[src/rtl/rn_pkg.sv]
package rn_pkg;
    typedef enum logic [0:0] {
        ST_RUN     = 1'b0,
        ST_RECOVER = 1'b1
    } rn_state_e;
endpackage

[src/rtl/rn_map_table.sv]
module rn_map_table #(
    parameter int NUM_ARCH = 8,
    parameter int TAG_W    = 4,
    parameter int NRD      = 1,
    localparam int AREG_W  = $clog2(NUM_ARCH)
) (
    input  logic                             clk,
    input  logic                             rst_n,
    input  logic [NRD-1:0][AREG_W-1:0]       rd_idx,
    output logic [NRD-1:0][TAG_W-1:0]        rd_tag,
    input  logic                             wr_en,
    input  logic [AREG_W-1:0]                wr_idx,
    input  logic [TAG_W-1:0]                 wr_tag,
    input  logic                             load_en,
    input  logic [NUM_ARCH-1:0][TAG_W-1:0]   load_map,
    output logic [NUM_ARCH-1:0][TAG_W-1:0]   map_q
);
    always_ff @(posedge clk) begin
        if (!rst_n) begin
            for (int i = 0; i < NUM_ARCH; i++) map_q[i] <= TAG_W'(i);
        end else if (load_en) begin
            map_q <= load_map;
        end else if (wr_en && wr_idx != '0) begin
            map_q[wr_idx] <= wr_tag;
        end
    end

    for (genvar p = 0; p < NRD; p++) begin : g_rd
        assign rd_tag[p] = map_q[rd_idx[p]];
    end
endmodule

[src/rtl/rn_free_list.sv]
module rn_free_list #(
    parameter int NUM_ARCH = 8,
    parameter int NUM_PHYS = 16,
    localparam int TAG_W   = $clog2(NUM_PHYS)
) (
    input  logic                             clk,
    input  logic                             rst_n,
    input  logic                             alloc_en,
    output logic [TAG_W-1:0]                 alloc_tag,
    output logic                             empty,
    input  logic                             rel_en,
    input  logic [TAG_W-1:0]                 rel_tag,
    input  logic                             rebuild_en,
    input  logic [NUM_ARCH-1:0][TAG_W-1:0]   ref_map,
    output logic [NUM_PHYS-1:0]              free_vec
);
    logic [NUM_PHYS-1:0] used_vec;
    logic [NUM_PHYS-1:0] take_vec;
    logic [NUM_PHYS-1:0] give_vec;

    always_comb begin
        alloc_tag = '0;
        for (int i = NUM_PHYS - 1; i >= 0; i--) begin
            if (free_vec[i]) alloc_tag = TAG_W'(i);
        end
    end

    assign empty = (free_vec == '0);

    always_comb begin
        used_vec = '0;
        for (int a = 0; a < NUM_ARCH; a++) used_vec[ref_map[a]] = 1'b1;
    end

    always_comb begin
        take_vec = '0;
        give_vec = '0;
        if (alloc_en) take_vec[alloc_tag] = 1'b1;
        if (rel_en)   give_vec[rel_tag]   = 1'b1;
    end

    always_ff @(posedge clk) begin
        if (!rst_n) begin
            for (int i = 0; i < NUM_PHYS; i++) free_vec[i] <= (i >= NUM_ARCH);
        end else if (rebuild_en) begin
            free_vec <= ~used_vec;
        end else begin
            free_vec <= (free_vec & ~take_vec) | give_vec;
        end
    end
endmodule

[src/rtl/rn_rename.sv]
module rn_rename #(
    parameter int NUM_ARCH = 8,
    parameter int NUM_PHYS = 16,
    localparam int AREG_W  = $clog2(NUM_ARCH),
    localparam int TAG_W   = $clog2(NUM_PHYS)
) (
    input  logic              clk,
    input  logic              rst_n,
    input  logic              disp_valid,
    input  logic [AREG_W-1:0] disp_src1,
    input  logic [AREG_W-1:0] disp_src2,
    input  logic              disp_has_dst,
    input  logic [AREG_W-1:0] disp_dst,
    output logic [TAG_W-1:0]  src1_tag,
    output logic [TAG_W-1:0]  src2_tag,
    output logic [TAG_W-1:0]  dst_tag,
    output logic [TAG_W-1:0]  prev_tag,
    output logic              stall,
    input  logic              ret_valid,
    input  logic [AREG_W-1:0] ret_dst,
    input  logic [TAG_W-1:0]  ret_tag,
    input  logic              flush
);
    import rn_pkg::*;

    rn_state_e state_q, state_d;

    logic                            recover_load;
    logic                            fl_empty;
    logic [TAG_W-1:0]                fl_tag;
    logic [NUM_PHYS-1:0]             free_vec;
    logic                            alloc_fire;
    logic                            rel_en;
    logic [TAG_W-1:0]                ret_old_tag;
    logic [2:0][AREG_W-1:0]          spec_rd_idx;
    logic [2:0][TAG_W-1:0]           spec_rd_tag;
    logic [NUM_ARCH-1:0][TAG_W-1:0]  spec_map;
    logic [NUM_ARCH-1:0][TAG_W-1:0]  rrat_map;
    logic [NUM_ARCH-1:0][TAG_W-1:0]  rrat_post;

    // State register
    always_ff @(posedge clk) begin
        if (!rst_n) state_q <= ST_RUN;
        else        state_q <= state_d;
    end

    // Transitions: T_FLUSH, T_RESUME, T_REFLUSH
    always_comb begin
        state_d = state_q;
        unique case (state_q)
            ST_RUN:     state_d = flush ? ST_RECOVER : ST_RUN;
            ST_RECOVER: state_d = flush ? ST_RECOVER : ST_RUN;
            default:    state_d = ST_RUN;
        endcase
    end

    // Outputs of the controller
    always_comb begin
        stall        = 1'b1;
        recover_load = 1'b0;
        unique case (state_q)
            ST_RUN:     stall = flush | fl_empty;
            ST_RECOVER: begin
                stall        = 1'b1;
                recover_load = 1'b1;
            end
            default:    stall = 1'b1;
        endcase
    end

    assign alloc_fire = disp_valid & ~stall & disp_has_dst & (disp_dst != '0);
    assign rel_en     = ret_valid & (ret_dst != '0);

    assign spec_rd_idx[0] = disp_src1;
    assign spec_rd_idx[1] = disp_src2;
    assign spec_rd_idx[2] = disp_dst;

    rn_map_table #(.NUM_ARCH(NUM_ARCH), .TAG_W(TAG_W), .NRD(3)) spec_map_i (
        .clk      (clk),
        .rst_n    (rst_n),
        .rd_idx   (spec_rd_idx),
        .rd_tag   (spec_rd_tag),
        .wr_en    (alloc_fire),
        .wr_idx   (disp_dst),
        .wr_tag   (fl_tag),
        .load_en  (recover_load),
        .load_map (rrat_post),
        .map_q    (spec_map)
    );

    rn_map_table #(.NUM_ARCH(NUM_ARCH), .TAG_W(TAG_W), .NRD(1)) rrat_i (
        .clk      (clk),
        .rst_n    (rst_n),
        .rd_idx   (ret_dst),
        .rd_tag   (ret_old_tag),
        .wr_en    (rel_en),
        .wr_idx   (ret_dst),
        .wr_tag   (ret_tag),
        .load_en  (1'b0),
        .load_map (rrat_map),
        .map_q    (rrat_map)
    );

    // Retirement map as it will be after this cycle's commit
    always_comb begin
        rrat_post = rrat_map;
        if (rel_en) rrat_post[ret_dst] = ret_tag;
    end

    rn_free_list #(.NUM_ARCH(NUM_ARCH), .NUM_PHYS(NUM_PHYS)) free_i (
        .clk        (clk),
        .rst_n      (rst_n),
        .alloc_en   (alloc_fire),
        .alloc_tag  (fl_tag),
        .empty      (fl_empty),
        .rel_en     (rel_en),
        .rel_tag    (ret_old_tag),
        .rebuild_en (recover_load),
        .ref_map    (rrat_post),
        .free_vec   (free_vec)
    );

    assign src1_tag = spec_rd_tag[0];
    assign src2_tag = spec_rd_tag[1];
    assign prev_tag = spec_rd_tag[2];
    assign dst_tag  = alloc_fire ? fl_tag : '0;
endmodule

[config.mk]
export PLATFORM = sky130hd
export DESIGN_NAME = rn_rename
export DESIGN_NICKNAME = d
export VERILOG_FILES = /design/src/rtl/rn_pkg.sv /design/src/rtl/rn_map_table.sv /design/src/rtl/rn_free_list.sv /design/src/rtl/rn_rename.sv
export SDC_FILE = /design/constraint.sdc
export NUM_CORES = 1
export LEC_CHECK = 0
export ABC_AREA = 1
export BUFFER_PORTS_ARGS = -buffer_cell sky130_fd_sc_hd__buf_2
export CORE_MARGIN = 2
export CORE_UTILIZATION = 55
export CTS_BUF_LIST = sky130_fd_sc_hd__clkbuf_8 sky130_fd_sc_hd__clkbuf_16
export DETAILED_ROUTE_END_ITERATION = 8
export GPL_ROUTABILITY_DRIVEN = 0
export PLACE_DENSITY = 0.74
export SKIP_CTS_REPAIR_TIMING = 1
export SLEW_MARGIN = 20
export SYNTH_ARGS = -nofsm -noshare
export SYNTH_HDL_FRONTEND = slang
export SYNTH_SLANG_ARGS = --single-unit
[constraint.sdc]
create_clock -name clk -period 4.71 [get_ports clk]
set_clock_uncertainty 0.1 [all_clocks]
set_input_delay 0.942 -clock clk [delete_from_list [all_inputs] [get_ports clk]]
set_output_delay 0.942 -clock clk [all_outputs]
set_load 0.005 [all_outputs]
==> results of run 1 <==
[worst max-delay path, stage by stage]
cell and delay [ps]:
buf_2 140, nor3_1 490, inv_1 140, nand3_2 170, inv_1 130, nand2_1 120
clkinv_1 220, buf_2 200
[final timing paths]
check	startpoint	depth (start not counted)	endpoint	slack, ps
setup / recovery	disp_dst[2]	8	dst_tag[2]	1130
hold reg to reg	spec_map_i.map_q[27]$_SDFFE_PN0P_	2	spec_map_i.map_q[27]$_SDFFE_PN0P_	390
hold / removal	spec_map_i.map_q[27]$_SDFFE_PN0P_	2	spec_map_i.map_q[27]$_SDFFE_PN0P_	390
setup reg to reg	free_i.free_vec[14]$_SDFF_PN1_	15	free_i.free_vec[11]$_SDFF_PN1_	2240
[Yosys cell counts, drive strengths merged]
cell type	n
a31oi	17
nor2	130
o21ai	97
o21bai	1
a211o	1
nand3	15
o211ai	3
inv	163
clkbuf	23
or2	3
a21oi	87
a41oi	2
nor3	21
o22ai	36
nor4	3
nand2	217
o221ai	4
a22oi	15
a211oi	2
dfxtp	81
a2111oi	2
clkinv	3
buf	3
o2111ai	20
nand4	6
a221oi	7
[report_power, final]
group          internal, mW  total [mW]  switching (mW)
logic                 0.114       0.396           0.283
registers             0.713       0.734          0.0208
clock network         0.255       0.550           0.295
[layer usage]
| layer | part of all wire | track usage |
|---|---|---|
| met5 | 0 | 0 |
| met4 | 0.046 | 0.168 |
| met3 | 0.11 | 0.104 |
| met2 | 0.42 | 0.559 |
| met1 | 0.42 | 0.504 |
[state kept, by name, summed over array words and instances, names as in the netlist]
name              cells
state_q               1
rrat_i.map_q         32
spec_map_i.map_q     32
free_i.free_vec      16
[metrics by stage]
step | worst slack, ps | hold slack [ps] | std cells
4_1_cts | 1180 | 377 | 1129
3_3_place_gp | 1260 | 357 | 1113
2_1_floorplan | 1790 | 344 | 962
3_5_place_dp | 1190 | 363 | 1113
6_report | 1130 | 385 | 1129
5_1_grt | 994 | 409 | 1129
[layout make-up]
type                    instances  area, um2  area share
repair buffers                 41        213      0.0341
well taps                     136        170      0.0272
inverters                     166        623      0.0998
clock buffers                   9        124      0.0198
clock inverters                 7       83.8      0.0134
multi-input cells             689       3410       0.546
flip-flops and latches         81       1620       0.260
[logic make-up (layout without fill, tap and decap cells)]
logic type / count (synthesis) / after routing / share of synthesized area
simple gates: 395 / 395 / 0.282
compound gates: 294 / 294 / 0.310
buf+inv: 192 / 223 / 0.126
flops: 81 / 81 / 0.282
==> reports/results.ini, run 1 <==
[outcome]
outcome=finished, final reports clean

[job]
max_cap_viol_count=0

[timing]
grt_setup_unrepaired=false
hold_viol_final=0
period_minus_slack_ps=3580
setup_violations=0
max_freq_mhz=279
tns_ps=0
drv_slew=0
tightest_slew_ps=890
period_share=0.760
relSlewSlack=0.402

[floorplan]
io_pins=39
die_y_um=106
fp.dieW_um=106
placeableCoreArea_um2=10200
die-area_um2=11300
start_util=0.562
row_count=37

[layout]
nets=1010
finalCoreUtilization=0.610
fin_area_um2=6240
area_delta_synth_final_pct=8.52
fillCellCount=1091
drive_above_1_share=0.106
n_antenna_cell=0
final_common_cell=nand2_1
layout_common_cells=211 x nand2_1, 145 x inv_1, 125 x nor2_1

[route]
antenna_left=0
routedWlPerCell_um=18.4
routed-via-count=6847
drc=0
firstDrtPassIters=9
drtIter0Drc=1051
routed_wl_um=20700
vias_per_cell=6.06

[power]
power.density_nw_per_um2=269
p_leak_nw=2.80
irDropWorstVdd_mv=0.148
p_total_mw=1.68

[clock_network]
clkSlewWorstSetupHoldPaths_ps=90
clockRootBuffer=clkbuf_8
cts_htree_levels=3
cts_sinks=81
cts_made_buffers=9
max-clock-path-buffers=2
cts_tree=done
insertion_delay_ps=380

[synth]
synth.area.top_cells=dfxtp_1 28%, nand2_1 14%, inv_1 9.5%
mappedNetlistNets=984
synth_top_area_frac=0.282
synth_top_cell_by_area=dfxtp_1
syn_inst=962
syn_avg_cell_area_um2=5.98
ys_warn_count=0
ys_seq_area_frac=0.282
syn-cell-area_um2=5750
synth_seq_cells=81
synth_cell_types=41

[place]
io_buffer_count=38
placed_cell_area_um2=6040
hpwl_um=15800

[global_routing]
grt_first_pass_wirelength_um=32900
grt_max_degree=36
grt_util_all_layers=0.375
grt_overflow=0
grt_antenna_before_repair=0
grt_pass1_vias=6181

[critical_path]
arrival_ps=2540
cp_max_fo=8
cp.required_ps=3670
end_kind=primary output
critPathKind=input port to primary output
cp-start-kind=input port

[min_path]
hp-class=register to register

(Power assumes the default switching activity.)
==> run 2, diff against run 1 <==
Clock period 4.71 ns to 3.7 ns, I/O delays scaled along.
==> reports/results.ini, run 2 (same netlist as run 1, synthesis figures left out) <==
[critical_path]
crit_family=simple AND/OR/NAND/NOR gates
slowest_delay_ps=400  ; -90 ps
path_buf_inv=1  ; -4
cp_max_fo=8  ; unchanged
end_kind=primary output
arrival_ps=2430  ; -110 ps
cpMostUsedCell=nand2_1
regToRegStartpoint=free_i.free_vec[15]$_SDFF_PN1_
cp_cell_sequence=nand2_1, nand2_1, nand2_1, nand2_1, nand2_1, nand2_1, nand2_1, nand2_1, nand2_1, nand2_1, nand2_1, nand2_1, nand2_1, nand2_1, nand2_1, nor2_2, buf_2
critPathSlowestCell=dfxtp_1
cp-start-kind=register
critPathLaunch=free_i.free_vec[15]$_SDFF_PN1_
r2r_cells=15  ; unchanged
crit_cells=17  ; +9
cp.required_ps=2860  ; -810 ps
critPathKind=register to primary output

[outcome]
violations=DRC
outcome=finished with violations

[global_routing]
grt_overflow=0  ; unchanged
grt_antenna_before_repair=0  ; unchanged
grt_max_degree=35  ; -2.8%
use_met3=0.106  ; +0.00245
grt_util_all_layers=0.383  ; +0.00841
grt_first_pass_wirelength_um=33600  ; +2.2%
grt_pass1_vias=6166  ; -0.24%
grt_use_met2=0.550  ; -0.00870
grt.busiest_layer=met2
grt_use_met1=0.517  ; +0.0136

[route]
antenna_left=0  ; unchanged
routed_wl_um=20900  ; +0.88%
vias_per_cell=6.01  ; -0.82%
drtIter0Drc=1036  ; -1.4%
drc=140  ; +140
firstDrtPassIters=9  ; unchanged
routedWlPerCell_um=18.4  ; +0.26%
routed-via-count=6833  ; -0.20%

[clock_network]
clockRootBuffer=clkbuf_8
cts_htree_levels=3  ; unchanged
max-clock-path-buffers=2  ; unchanged
clkSlewWorstSetupHoldPaths_ps=90  ; about the same
cts_sinks=81  ; unchanged
cts_made_buffers=9  ; unchanged
insertion_delay_ps=390  ; about the same
cts_tree=done

[layout]
reg.largest.list=rrat_i.map_q: 32 flops, spec_map_i.map_q: 32 flops, free_i.free_vec: 16 flops
final_common_cell=nand2_1
area_delta_synth_final_pct=9.39
layout_common_cells=211 x nand2_1, 145 x inv_1, 125 x nor2_1
nets=1017  ; +0.69%
n_antenna_cell=0  ; unchanged
drive_above_1_share=0.112  ; +0.00626
finalCoreUtilization=0.615  ; +0.00489

[min_path]
hold_depth=2  ; unchanged
hp-class=register to register
hold_start=spec_map_i.map_q[6]$_SDFFE_PN0P_

[power]
power.density_nw_per_um2=339  ; +26%
p_leak_nw=2.84  ; +1.3%
irDropWorstVdd_mv=0.186  ; +26%

[place]
io_buffer_count=38  ; unchanged
hpwl_um=15900  ; +0.99%

[floorplan]
die-area_um2=11300  ; unchanged
die_y_um=106  ; unchanged
row_count=37  ; unchanged
placeableCoreArea_um2=10200  ; unchanged
io_pins=39  ; unchanged
fp.dieW_um=106  ; unchanged
start_util=0.562  ; unchanged

[timing]
whs_ps=375  ; -10.2 ps
grt_setup_unrepaired=false
relSlewSlack=0.302  ; -0.0995
setup_violations=0  ; unchanged
tns_ps=0  ; unchanged
hold_viol_final=0  ; unchanged
max_freq_mhz=306
period_share=0.883
period_minus_slack_ps=3270
tightest_slew_ps=1050  ; +156 ps
drv_slew=0  ; unchanged

[job]
max_cap_viol_count=0  ; unchanged

[run 2: cell types whose count changed in the layout (fill, tap and decap cells not counted)]
cell / delta
inv_8: +1
clkinv_4: -1
buf_4: +7
clkinv_8: +2
clkinvlp_4: -1
bufinv_16: -1
[run 2: through the flow]
| step | setup WS [ps] | power [mW] | cell area, um2 | instances |
|---|---|---|---|---|
| after floorplan | 1180 | 1.28 | 5750 | 962 |
| after global placement | 717 | 1.44 | 6090 | 1120 |
| after detailed placement | 714 | 1.44 | 6090 | 1120 |
| after CTS | 470 | 2.11 | 6290 | 1136 |
| after global routing | 245 | 2.23 | 6290 | 1136 |
| final | 432 | 2.14 | 6290 | 1136 |
[run 2: area by class of cell]
cell class	instances	area (um2)
sequential	81	1620
fill	1033	3940
inverter	166	623
clock buffer	9	124
multi-input combinational	689	3410
clock inverter	7	81.3
timing repair buffer	48	265
tap	136	170
[run 2: power by group]
group / switching (mW) / internal (mW) / total, mW
sequential: 0.0266 / 0.908 / 0.935
combinational: 0.364 / 0.149 / 0.513
clock: 0.416 / 0.272 / 0.688
[run 2: layer usage]
metal  share of wire  routed length [um]
met1            0.40                8460
met2            0.41                8540
met3            0.13                2630
met4           0.061                1280
met5               0                   0
[run 2: path summary, 6_finish.rpt]
kind | end | slack, ps
worst max register to register | free_i.free_vec[11]$_SDFF_PN1_ | 1200
worst max-delay path | dst_tag[0] | 430
worst min-delay path | spec_map_i.map_q[6]$_SDFFE_PN0P_ | 370
worst min register to register | spec_map_i.map_q[6]$_SDFFE_PN0P_ | 370
[run 2: worst register-to-register path, cell delays in order, from the launching register on]
cell and delay (ps):
dfxtp_1 400, inv_1 80, nand3_1 130, nor2_1 80, nand2_1 60, nand2_1 60
nor2_1 110, nand3_2 160, inv_1 250, nand2_1 120, inv_2 180, nand2_1 170
nor3_1 200, o22ai_1 90, a21oi_1 130, nand2_1 60
